===== config.mk =====
export PLATFORM = sky130hd
export DESIGN_NAME = thr_timer
export DESIGN_NICKNAME = d
export VERILOG_FILES = /design/src/rtl/tmr_pkg.sv /design/src/rtl/tmr_edge_sync.sv /design/src/rtl/tmr_core.sv /design/src/rtl/tmr_regs.sv /design/src/rtl/thr_timer.sv
export SDC_FILE = /design/constraint.sdc
export NUM_CORES = 1
export LEC_CHECK = 0
export ABC_AREA = 1
export BUFFER_PORTS_ARGS = -buffer_cell sky130_fd_sc_hd__clkbuf_2
export CAP_MARGIN = 5
export CORE_ASPECT_RATIO = 1.75
export CORE_MARGIN = 5
export CORE_UTILIZATION = 45
export CTS_BUF_LIST = sky130_fd_sc_hd__clkbuf_16
export DETAILED_ROUTE_END_ITERATION = 10
export HOLD_SLACK_MARGIN = 0.05
export MAX_ROUTING_LAYER = met4
export PLACE_DENSITY_LB_ADDON = 0.25
export RECOVER_POWER = 50
export SETUP_SLACK_MARGIN = 0.5
export SLEW_MARGIN = 20
export SYNTH_ARGS = -nofsm -noshare
export SYNTH_HDL_FRONTEND = slang
export SYNTH_SLANG_ARGS = --single-unit

===== constraint.sdc =====
create_clock -name clk -period 2 [get_ports clk]
set_clock_uncertainty 0.2 [all_clocks]
set_input_delay 0.2 -clock clk [delete_from_list [all_inputs] [get_ports clk]]
set_output_delay 0.2 -clock clk [all_outputs]
set_load 0.01 [all_outputs]

===== src/rtl/tmr_pkg.sv =====
package tmr_pkg;
    localparam int ADDR_W = 2;

    localparam logic [ADDR_W-1:0] A_CTRL = 2'd0;
    localparam logic [ADDR_W-1:0] A_THR  = 2'd1;
    localparam logic [ADDR_W-1:0] A_CNT  = 2'd2;
    localparam logic [ADDR_W-1:0] A_STAT = 2'd3;

    localparam int B_EN  = 0;
    localparam int B_CYC = 1;
    localparam int B_POL = 2;
    localparam int B_LVL = 3;
    localparam int CTRL_BITS = 4;

    typedef enum logic [1:0] {
        ST_IDLE   = 2'd0,
        ST_RUN    = 2'd1,
        ST_RELOAD = 2'd2
    } tmr_state_e;
endpackage


===== src/rtl/tmr_edge_sync.sv =====
module tmr_edge_sync #(
    parameter int SYNC_STAGES = 2
) (
    input  logic clk,
    input  logic rst_n,
    input  logic tick_in,
    input  logic pol,
    output logic act_edge
);
    logic [SYNC_STAGES-1:0] sync_q;
    logic                   prev_q;

    generate
        for (genvar i = 0; i < SYNC_STAGES; i++) begin : g_stage
            if (i == 0) begin : g_first
                always_ff @(posedge clk or negedge rst_n) begin
                    if (!rst_n) sync_q[0] <= 1'b0;
                    else        sync_q[0] <= tick_in;
                end
            end else begin : g_next
                always_ff @(posedge clk or negedge rst_n) begin
                    if (!rst_n) sync_q[i] <= 1'b0;
                    else        sync_q[i] <= sync_q[i-1];
                end
            end
        end
    endgenerate

    always_ff @(posedge clk or negedge rst_n) begin
        if (!rst_n) prev_q <= 1'b0;
        else        prev_q <= sync_q[SYNC_STAGES-1];
    end

    logic rise, fall;
    assign rise     =  sync_q[SYNC_STAGES-1] & ~prev_q;
    assign fall     = ~sync_q[SYNC_STAGES-1] &  prev_q;
    assign act_edge = pol ? fall : rise;
endmodule


===== src/rtl/tmr_core.sv =====
module tmr_core
    import tmr_pkg::*;
#(
    parameter int CNT_W = 16
) (
    input  logic             clk,
    input  logic             rst_n,
    input  logic             en,
    input  logic             cyc,
    input  logic             act_edge,
    input  logic [CNT_W-1:0] thr,
    output logic [CNT_W-1:0] cnt,
    output logic             hit,
    output logic             busy,
    output logic             reloading
);
    tmr_state_e       state_q, state_d;
    logic [CNT_W-1:0] cnt_q, cnt_d, cnt_inc;

    assign cnt_inc = cnt_q + CNT_W'(1);

    // state register
    always_ff @(posedge clk or negedge rst_n) begin
        if (!rst_n) state_q <= ST_IDLE;
        else        state_q <= state_d;
    end

    // count register
    always_ff @(posedge clk or negedge rst_n) begin
        if (!rst_n) cnt_q <= '0;
        else        cnt_q <= cnt_d;
    end

    // next state and outputs
    always_comb begin
        state_d = state_q;
        cnt_d   = cnt_q;
        hit     = 1'b0;
        unique case (state_q)
            ST_IDLE: begin
                if (en) begin
                    state_d = ST_RUN;
                    cnt_d   = '0;
                end
            end
            ST_RUN: begin
                if (!en) begin
                    state_d = ST_IDLE;
                end else if (act_edge) begin
                    cnt_d = cnt_inc;
                    if (cnt_inc == thr) begin
                        hit     = 1'b1;
                        state_d = cyc ? ST_RELOAD : ST_IDLE;
                    end
                end
            end
            ST_RELOAD: begin
                if (!en) begin
                    state_d = ST_IDLE;
                end else if (act_edge) begin
                    cnt_d   = '0;
                    state_d = ST_RUN;
                end
            end
            default: state_d = ST_IDLE;
        endcase
    end

    assign cnt       = cnt_q;
    assign busy      = (state_q != ST_IDLE);
    assign reloading = (state_q == ST_RELOAD);
endmodule


===== src/rtl/tmr_regs.sv =====
module tmr_regs
    import tmr_pkg::*;
#(
    parameter int CNT_W = 16
) (
    input  logic              clk,
    input  logic              rst_n,
    input  logic              wr_en,
    input  logic [ADDR_W-1:0] wr_addr,
    input  logic [CNT_W-1:0]  wr_data,
    input  logic [ADDR_W-1:0] rd_addr,
    input  logic [CNT_W-1:0]  cnt,
    input  logic              hit,
    output logic              en,
    output logic              cyc,
    output logic              pol,
    output logic              lvl,
    output logic [CNT_W-1:0]  thr,
    output logic [CNT_W-1:0]  rd_data,
    output logic              irq
);
    logic [CTRL_BITS-1:0] ctrl_q;
    logic [CNT_W-1:0]     thr_q;
    logic                 pend_q, pulse_q;
    logic                 wr_ctrl, wr_thr, clr_pend;

    assign wr_ctrl  = wr_en && (wr_addr == A_CTRL);
    assign wr_thr   = wr_en && (wr_addr == A_THR);
    assign clr_pend = wr_en && (wr_addr == A_STAT) && wr_data[0];

    always_ff @(posedge clk or negedge rst_n) begin
        if (!rst_n) begin
            ctrl_q <= '0;
        end else if (wr_ctrl) begin
            ctrl_q <= wr_data[CTRL_BITS-1:0];
        end else if (hit && !ctrl_q[B_CYC]) begin
            ctrl_q[B_EN] <= 1'b0;
        end
    end

    always_ff @(posedge clk or negedge rst_n) begin
        if (!rst_n)      thr_q <= '0;
        else if (wr_thr) thr_q <= wr_data;
    end

    always_ff @(posedge clk or negedge rst_n) begin
        if (!rst_n) begin
            pend_q  <= 1'b0;
            pulse_q <= 1'b0;
        end else begin
            pulse_q <= hit;
            if (hit)           pend_q <= 1'b1;
            else if (clr_pend) pend_q <= 1'b0;
        end
    end

    always_comb begin
        rd_data = '0;
        unique case (rd_addr)
            A_CTRL: rd_data[CTRL_BITS-1:0] = ctrl_q;
            A_THR:  rd_data = thr_q;
            A_CNT:  rd_data = cnt;
            A_STAT: rd_data[0] = pend_q;
            default: rd_data = '0;
        endcase
    end

    assign en  = ctrl_q[B_EN];
    assign cyc = ctrl_q[B_CYC];
    assign pol = ctrl_q[B_POL];
    assign lvl = ctrl_q[B_LVL];
    assign thr = thr_q;
    assign irq = lvl ? pend_q : pulse_q;
endmodule


===== src/rtl/thr_timer.sv =====
module thr_timer
    import tmr_pkg::*;
#(
    parameter int CNT_W       = 16,
    parameter int SYNC_STAGES = 2
) (
    input  logic              clk,
    input  logic              rst_n,
    input  logic              tick_in,
    input  logic              wr_en,
    input  logic [ADDR_W-1:0] wr_addr,
    input  logic [CNT_W-1:0]  wr_data,
    input  logic [ADDR_W-1:0] rd_addr,
    output logic [CNT_W-1:0]  rd_data,
    output logic              irq
);
    logic             en_w, cyc_w, pol_w, lvl_w;
    logic [CNT_W-1:0] thr_w, cnt_w;
    logic             hit_w, busy_w, reload_w, act_edge_w;

    tmr_edge_sync #(.SYNC_STAGES(SYNC_STAGES)) u_sync (
        .clk      (clk),
        .rst_n    (rst_n),
        .tick_in  (tick_in),
        .pol      (pol_w),
        .act_edge (act_edge_w)
    );

    tmr_core #(.CNT_W(CNT_W)) u_core (
        .clk       (clk),
        .rst_n     (rst_n),
        .en        (en_w),
        .cyc       (cyc_w),
        .act_edge  (act_edge_w),
        .thr       (thr_w),
        .cnt       (cnt_w),
        .hit       (hit_w),
        .busy      (busy_w),
        .reloading (reload_w)
    );

    tmr_regs #(.CNT_W(CNT_W)) u_regs (
        .clk     (clk),
        .rst_n   (rst_n),
        .wr_en   (wr_en),
        .wr_addr (wr_addr),
        .wr_data (wr_data),
        .rd_addr (rd_addr),
        .cnt     (cnt_w),
        .hit     (hit_w),
        .en      (en_w),
        .cyc     (cyc_w),
        .pol     (pol_w),
        .lvl     (lvl_w),
        .thr     (thr_w),
        .rd_data (rd_data),
        .irq     (irq)
    );
endmodule


==> results of run 1 <==
==> sequential cells by signal, indices dropped and copies added, names as in the netlist <==
signal          cells
u_regs.pulse_q      1
u_regs.pend_q       1
u_sync.prev_q       1
u_core.state_q      2
u_regs.thr         16
u_sync.sync_q       2
u_regs.ctrl_q       4
u_core.cnt         16
==> tightest hold or removal path: stages <==
cell and delay [ns]:
clkbuf_1 0.10, nand3_1 0.07, o21ai_0 0.09, o21ai_2 0.06
==> cell usage in the layout, fill, tap and decap left out, types with 5 or more instances in the layout <==
cell           synthesis  routed
o22ai_1               10       9
a21oi_2                0      11
nand3b_1               6       6
nor2_1                25      22
buf_6                  0      20
dlygate4sd3_1          0      19
nor2_2                 6       7
nand3_1               31      27
buf_2                  1      15
nand2_1              122     105
inv_1                 45      40
clkbuf_2               0      22
nand2_4                1       6
mux2_2                 9       8
buf_4                  0      43
nand4_1                9       9
nor2_4                 3       6
a21oi_1               19       8
nand2_2                8      19
o21ai_0               17      11
clkbuf_16              0       5
dfrtp_1               43      39
==> metal layers <==
metal / routed length [um] / vias to the layer above / global-route usage
met1: 3450 / 1536 / 0.248
met4: 896 / 0 / 0.217
met2: 5610 / 148 / 0.463
met5: 0 / - / -
met3: 561 / 63 / 0.0402
li1: - / 1533 / -
==> power groups by stage <==
| stage | clock network (W) | logic [W] | registers (W) |
|---|---|---|---|
| after detailed placement | 0 | 0.000774 | 0.00111 |
| after global routing | 0.000874 | 0.00117 | 0.00112 |
| after CTS | 0.000842 | 0.000946 | 0.00110 |
| final | 0.000830 | 0.00109 | 0.00111 |
| after floorplan | 0 | 0.000467 | 0.00108 |
| after global placement | 0 | 0.000756 | 0.00111 |
==> final timing paths <==
path	from	to	slack [ns]	cells after the start
max	u_core.cnt[1]	u_regs.pulse_q	-0.28	14
min	wr_addr[1]	u_regs.pend_q	0.06	4
max reg2reg	u_core.cnt[1]	u_regs.pulse_q	-0.28	14
min reg2reg	u_sync.sync_q[0]	u_sync.sync_q[1]	0.16	0
max in group asynchronous	rst_n	u_core.cnt[4]	0.30	3
min in group asynchronous	rst_n	u_core.cnt[12]	0.53	3
==> what timing repair did <==
item / 4_1_cts / 5_1_grt
cloned: 4 / 1
gates resized for setup: 55 / 66
buffers inserted: 9 / 13
setup endpoints to repair: 38 / 38
hold buffers: 19 / 0
pin swaps: 17 / 14
hold endpoints to repair: 65 / 0
==> stage by stage <==
step / cell area, um2 / cells / setup slack (ns) / setup TNS (ns)
global route: 4420 / 599 / -0.393 / -1.76
CTS: 4160 / 585 / -0.164 / -0.488
global placement: 3480 / 545 / -0.120 / -0.322
detailed placement: 3480 / 545 / -0.240 / -0.699
finish: 4420 / 599 / -0.284 / -1.05
floorplan: 2880 / 389 / 0.0338 / 0
==> layout make-up <==
| class | instances | area [um2] |
|---|---|---|
| clock inverter | 3 | 16.3 |
| fill | 476 | 1710 |
| tap | 80 | 100 |
| multi-input combinational | 292 | 1820 |
| sequential | 43 | 1080 |
| inverter | 46 | 188 |
| timing repair buffer | 130 | 1090 |
| clock buffer | 5 | 125 |
==> kinds of logic (layout without fill, tap and decap cells) <==
| logic type | Yosys count | after routing | synth area share |
|---|---|---|---|
| mux | 9 | 9 | 0.0359 |
| compound gates | 50 | 50 | 0.0962 |
| simple gates | 218 | 220 | 0.352 |
| xor+xnor | 6 | 6 | 0.0284 |
| buf+inv | 56 | 184 | 0.0749 |
| fa+ha+maj | 7 | 7 | 0.0310 |
| flops | 43 | 43 | 0.381 |
==> impl_metrics.env, run 1 <==
export IMPL_cts_tree="yes"
export IMPL_synth_edf_count=0
export IMPL_grt_usage=0.263
export IMPL_worst_path_max_delay_cell="dfrtp_2"
export IMPL_power_combinational_fraction=0.359
export IMPL_synth_async_reset_ratio=1.00
export IMPL_top_reg_cell_synth="dfrtp_1"
export IMPL_setup_viol_count_final=5
export IMPL_nNetsFinal=549
export IMPL_number_of_top_level_design_ports=41
export IMPL_power_share_switching=0.360
export IMPL_detailedRoute_firstIterationViolations=333
export IMPL_largest_cells_by_area_after_synthesis="dfrtp_1 (38%), nand2_1 (16%), inv_1 (6.0%), nand3_1 (5.5%), mux2_2 (3.6%)"
export IMPL_status="finished with violations"
export IMPL_wire_length_of_the_first_global_routing_pass_um=15700
export IMPL_global_route_overflow_total=0
export IMPL_p_int_w=0.00194
export IMPL_antenna_violating_nets_post_route=0
export IMPL_die_width_um=69.9
export IMPL_clock_latency_ns=0.30
export IMPL_yosysMostFrequentCell="nand2_1"
export IMPL_critical_path_max_stage_delay_ns=0.42
export IMPL_postLayoutSetupSlackWorst_ns=-0.284
export IMPL_slew_violations=0
export IMPL_place_congestion=0.931
export IMPL_mappedNetlistNets=420
export IMPL_power_switching_w=0.00109
export IMPL_finalCritPeriodShare=1.14
export IMPL_ys_seq_elements=43
export IMPL_vias_per_cell=5.48
export IMPL_failed_checks="setup timing"
export IMPL_via_count_of_the_first_global_routing_pass=3294
export IMPL_vias=3280
export IMPL_unrepaired_setup_endpoints_after_global_routing="true"
export IMPL_wire_per_inst_um=17.6
export IMPL_cp_cell_sequence="ha_4, nand2_8, nor2_8, nand3_2, nand2_2, buf_4, nand3_2, buf_4, buf_4, buf_4, buf_4, buf_4, nand4_1, nor3_1"
export IMPL_grt_start_max_net_pins=44
export IMPL_cp_arrival_ns=2.28
export IMPL_clock_sinks=43
export IMPL_portion_of_the_post_synthesis_area_used_by_sequential_elements=0.381
export IMPL_setup_worst_path_end_class="flop"
export IMPL_critPathKind="flop to flop"
export IMPL_critical_path_s_top_delay_family="buffers and inverters"
export IMPL_ir_drop_v=0.000628
export IMPL_post_route_drc_count=0
export IMPL_wl_um=10500
export IMPL_layout_min_cycle_time_ns=2.28
export IMPL_syn_instance_count=389
export IMPL_hold_viol=0
export IMPL_tritoncts_num_buffers=5
export IMPL_clockPowerShare=0.274
export IMPL_power_static_leakage_nw=2.15
export IMPL_ys_types=31
export IMPL_layout_core_utilization=0.721
export IMPL_synth_top_cell_area_share=0.381
export IMPL_placement_rows=38
export IMPL_netlist_top_cell_by_area="dfrtp_1"
export IMPL_max_cap_violations=0
export IMPL_layout_area_overhead_vs_synth_pct=56.8
export IMPL_floorplan_initialDensity=0.460
export IMPL_power_sequential_fraction=0.367
export IMPL_syn_mean_instance_area_um2=7.25
export IMPL_ys_warn_count=0
export IMPL_numPortBuffers=40
export IMPL_ratio_of_cells_with_drive_above_1_in_the_final_layout=0.387
export IMPL_cts_htree_levels=2
export IMPL_firstDrtPassIters=5
export IMPL_cpMostUsedCell="buf_4"
export IMPL_holdWs_ns=0.0552
export IMPL_critical_path_max_fanout=5
export IMPL_cts_reportedPaths_clkPinSlew_ns=0.07
export IMPL_timing_slew_headroom=0.250
export IMPL_die_area_um2=8020
export IMPL_total_power_w=0.00303
export IMPL_antenna_found_initial=0
export IMPL_core_area_um2=6130
export IMPL_start_kind="flop"
export IMPL_worst_path_bufs_invs=6
export IMPL_clock_fmax_ghz=0.438
export IMPL_post_dp_hpwl_um=6590
export IMPL_worstPathRequired_ns=2.00
export IMPL_ctsLongestPathBuffers=2
export IMPL_antenna_diode_count=0
export IMPL_mappedNetlistArea_um2=2820
export IMPL_worst_slew_pin_slew_ns=1.13
export IMPL_min_path_type="primary input to flop"
export IMPL_clock_root_buffer="clkbuf_16"
export IMPL_die_y_um=115
export IMPL_synthTopCellsByCount="nand2_1 (122), inv_1 (45), dfrtp_1 (43), nand3_1 (31), nor2_1 (25)"
export IMPL_cellPowerDensity_nw_per_um2=685
Note: power is estimated with default switching activity, not from simulation.
==> inputs of run 2 (changes only) <==
- PLACE_DENSITY: unset -> 0.65
- PLACE_DENSITY_LB_ADDON: 0.25 -> unset
==> impl_metrics.env, run 2 (synthesized netlist as in run 1, its figures left out) <==
export IMPL_status="finished with violations"
export IMPL_failed_checks="setup timing"
export IMPL_mostFrequentLayoutCell="nand2_1"
export IMPL_met3_usage_grt=0.0437
export IMPL_setup_viol_count_final=5
export IMPL_antenna_violating_nets_post_route=0
export IMPL_worstPathRequired_ns=1.98
export IMPL_place_congestion=0.942
export IMPL_layout_core_utilization=0.743
export IMPL_unrepaired_setup_endpoints_after_global_routing="true"
export IMPL_grt_start_max_net_pins=26
export IMPL_detailedRoute_firstIterationViolations=193
export IMPL_wl_um=10000
export IMPL_core_area_um2=6130
export IMPL_cts_reportedPaths_clkPinSlew_ns=0.06
export IMPL_critPathKind="flop to flop"
export IMPL_layout_cells_most_common_list="nand2_1 (98), inv_1 (41), dfrtp_1 (39)"
export IMPL_preCtsSetupSlack_ns=-0.196
export IMPL_globalRouteMet2Util=0.484
export IMPL_critical_path_max_fanout=3
export IMPL_floorplan_initialDensity=0.460
export IMPL_post_route_drc_count=0
export IMPL_numPortBuffers=40
export IMPL_clock_root_buffer="clkbuf_16"
export IMPL_placement_rows=38
export IMPL_max_cap_violations=0
export IMPL_clock_latency_ns=0.29
export IMPL_n_fill_cell=445
export IMPL_wire_length_of_the_first_global_routing_pass_um=15700
export IMPL_wire_per_inst_um=16.9
export IMPL_min_path_type="primary input to flop"
export IMPL_grt_busiest_layer="met2"
export IMPL_start_kind="flop"
export IMPL_worst_r2r_setup_slack_ns=-0.21
export IMPL_clock_fmax_ghz=0.453
export IMPL_layout_area_overhead_vs_synth_pct=61.5
export IMPL_crit_reg2reg_capture="u_core.state_q[0]"
export IMPL_antenna_diode_count=0
export IMPL_finalCritPeriodShare=1.10
export IMPL_via_count_of_the_first_global_routing_pass=3193
export IMPL_slew_violations=0
export IMPL_die_y_um=115
export IMPL_tritoncts_num_buffers=5
export IMPL_footprint_of_the_multi_input_gates_um2=1960
export IMPL_worst_slew_pin_slew_ns=1.02
export IMPL_cts_tree="yes"
export IMPL_firstDrtPassIters=4
export IMPL_postLayoutSetupSlackWorst_ns=-0.206
export IMPL_setup_worst_path_start="u_core.cnt[1]"
export IMPL_grt_usage=0.263
export IMPL_die_area_um2=8020
export IMPL_finalSetupTns_ns=-0.632
export IMPL_antenna_found_initial=0
export IMPL_post_dp_hpwl_um=6430
export IMPL_number_of_top_level_design_ports=41
export IMPL_nNetsFinal=543
export IMPL_cp_arrival_ns=2.19
export IMPL_cellPowerDensity_nw_per_um2=663
export IMPL_timing_slew_headroom=0.323
export IMPL_worstReg2RegStart="u_core.cnt[1]"
export IMPL_vias_per_cell=5.29
export IMPL_setup_worst_path_end_class="flop"
export IMPL_cts_htree_levels=2
export IMPL_layout_min_cycle_time_ns=2.21
export IMPL_area_sequential_um2=1080
export IMPL_clock_sinks=43
export IMPL_power_static_leakage_nw=2.17
export IMPL_global_route_overflow_total=0
export IMPL_hold_viol=0
export IMPL_rr_worst_depth=14
export IMPL_grt_use_met1=0.253
export IMPL_ratio_of_cells_with_drive_above_1_in_the_final_layout=0.446
export IMPL_vias=3136
export IMPL_die_width_um=69.9
export IMPL_ir_drop_v=0.000712
export IMPL_cp_endpoint="u_core.state_q[0]"
export IMPL_ctsLongestPathBuffers=2
-- run 2: cell count changes in the layout (fill, tap and decap cells not counted), moves of 7 or more --
| cell | delta |
|---|---|
| nand2_2 | +8 |
| nand3_2 | +7 |
| nand2_1 | -7 |
| buf_4 | -9 |
| o22ai_2 | +8 |
| o22ai_1 | -9 |
| nand3_1 | -7 |
-- run 2: layout make-up --
class                   count  area share
flip-flops and latches     43       0.237
clock buffers               5      0.0275
repair buffers            125       0.238
clock inverters             3     0.00275
inverters                  46      0.0412
multi-input cells         291       0.431
well taps                  80      0.0220
-- run 2: worst min-delay path by stage --
| stage | start | cells after the start | end |
|---|---|---|---|
| floorplan | rst_n | 0 | u_core.cnt[0] |
| global placement | rst_n | 2 | u_core.cnt[5] |
| detailed placement | rst_n | 2 | u_core.cnt[5] |
| CTS | wr_en | 4 | u_regs.pend_q |
| global route | wr_addr[1] | 4 | u_regs.pend_q |
| finish | wr_en | 4 | u_regs.pend_q |
-- run 2: worst max-delay path: stages, from the launching register on --
cell and delay, ns:
dfrtp_1 0.42, buf_4 0.15, nand3_2 0.09, nor2_1 0.23
nand2_1 0.11, nand3_1 0.15, nand2_1 0.07, inv_1 0.05
nand4_1 0.08, nor2_1 0.15, nand2_2 0.10, nand2_1 0.07
nand2_1 0.06, o21bai_1 0.12, inv_1 0.05
-- run 2: per-layer routing --
layer / routed length [um] / up-vias
met4: 433 / 0
met1: 3490 / 1502
met5: 0 / -
met3: 455 / 25
met2: 5650 / 98
li1: - / 1511
-- run 2: through the flow --
stage / hold WS [ns] / instance area [um2] / std cells / total power (W)
6_report: 0.0904 / 4560 / 593 / 0.00302
5_1_grt: 0.0780 / 4560 / 593 / 0.00317
4_1_cts: 0.0640 / 4310 / 584 / 0.00294
3_5_place_dp: -0.00504 / 3430 / 540 / 0.00186
3_3_place_gp: -0.00815 / 3430 / 540 / 0.00185
2_1_floorplan: -0.296 / 2880 / 389 / 0.00155
-- run 2: what timing repair did --
| action | CTS | global route |
|---|---|---|
| pin swaps | 26 | 28 |
| setup endpoints to repair | 38 | 38 |
| cloned | 5 | 0 |
| setup buffers | 13 | 9 |
| hold buffers | 18 | 0 |
| resized for setup | 100 | 64 |
| endpoints found under the hold margin | 64 | 0 |
-- run 2: power by group --
group	leakage [nW]	switching, W	total (W)	internal, W
Sequential	0.539	0.000131	0.00111	0.000976
Clock	0.0762	0.000345	0.000797	0.000452
Combinational	1.56	0.000589	0.00112	0.000528
Total	2.17	0.00107	0.00302	0.00196
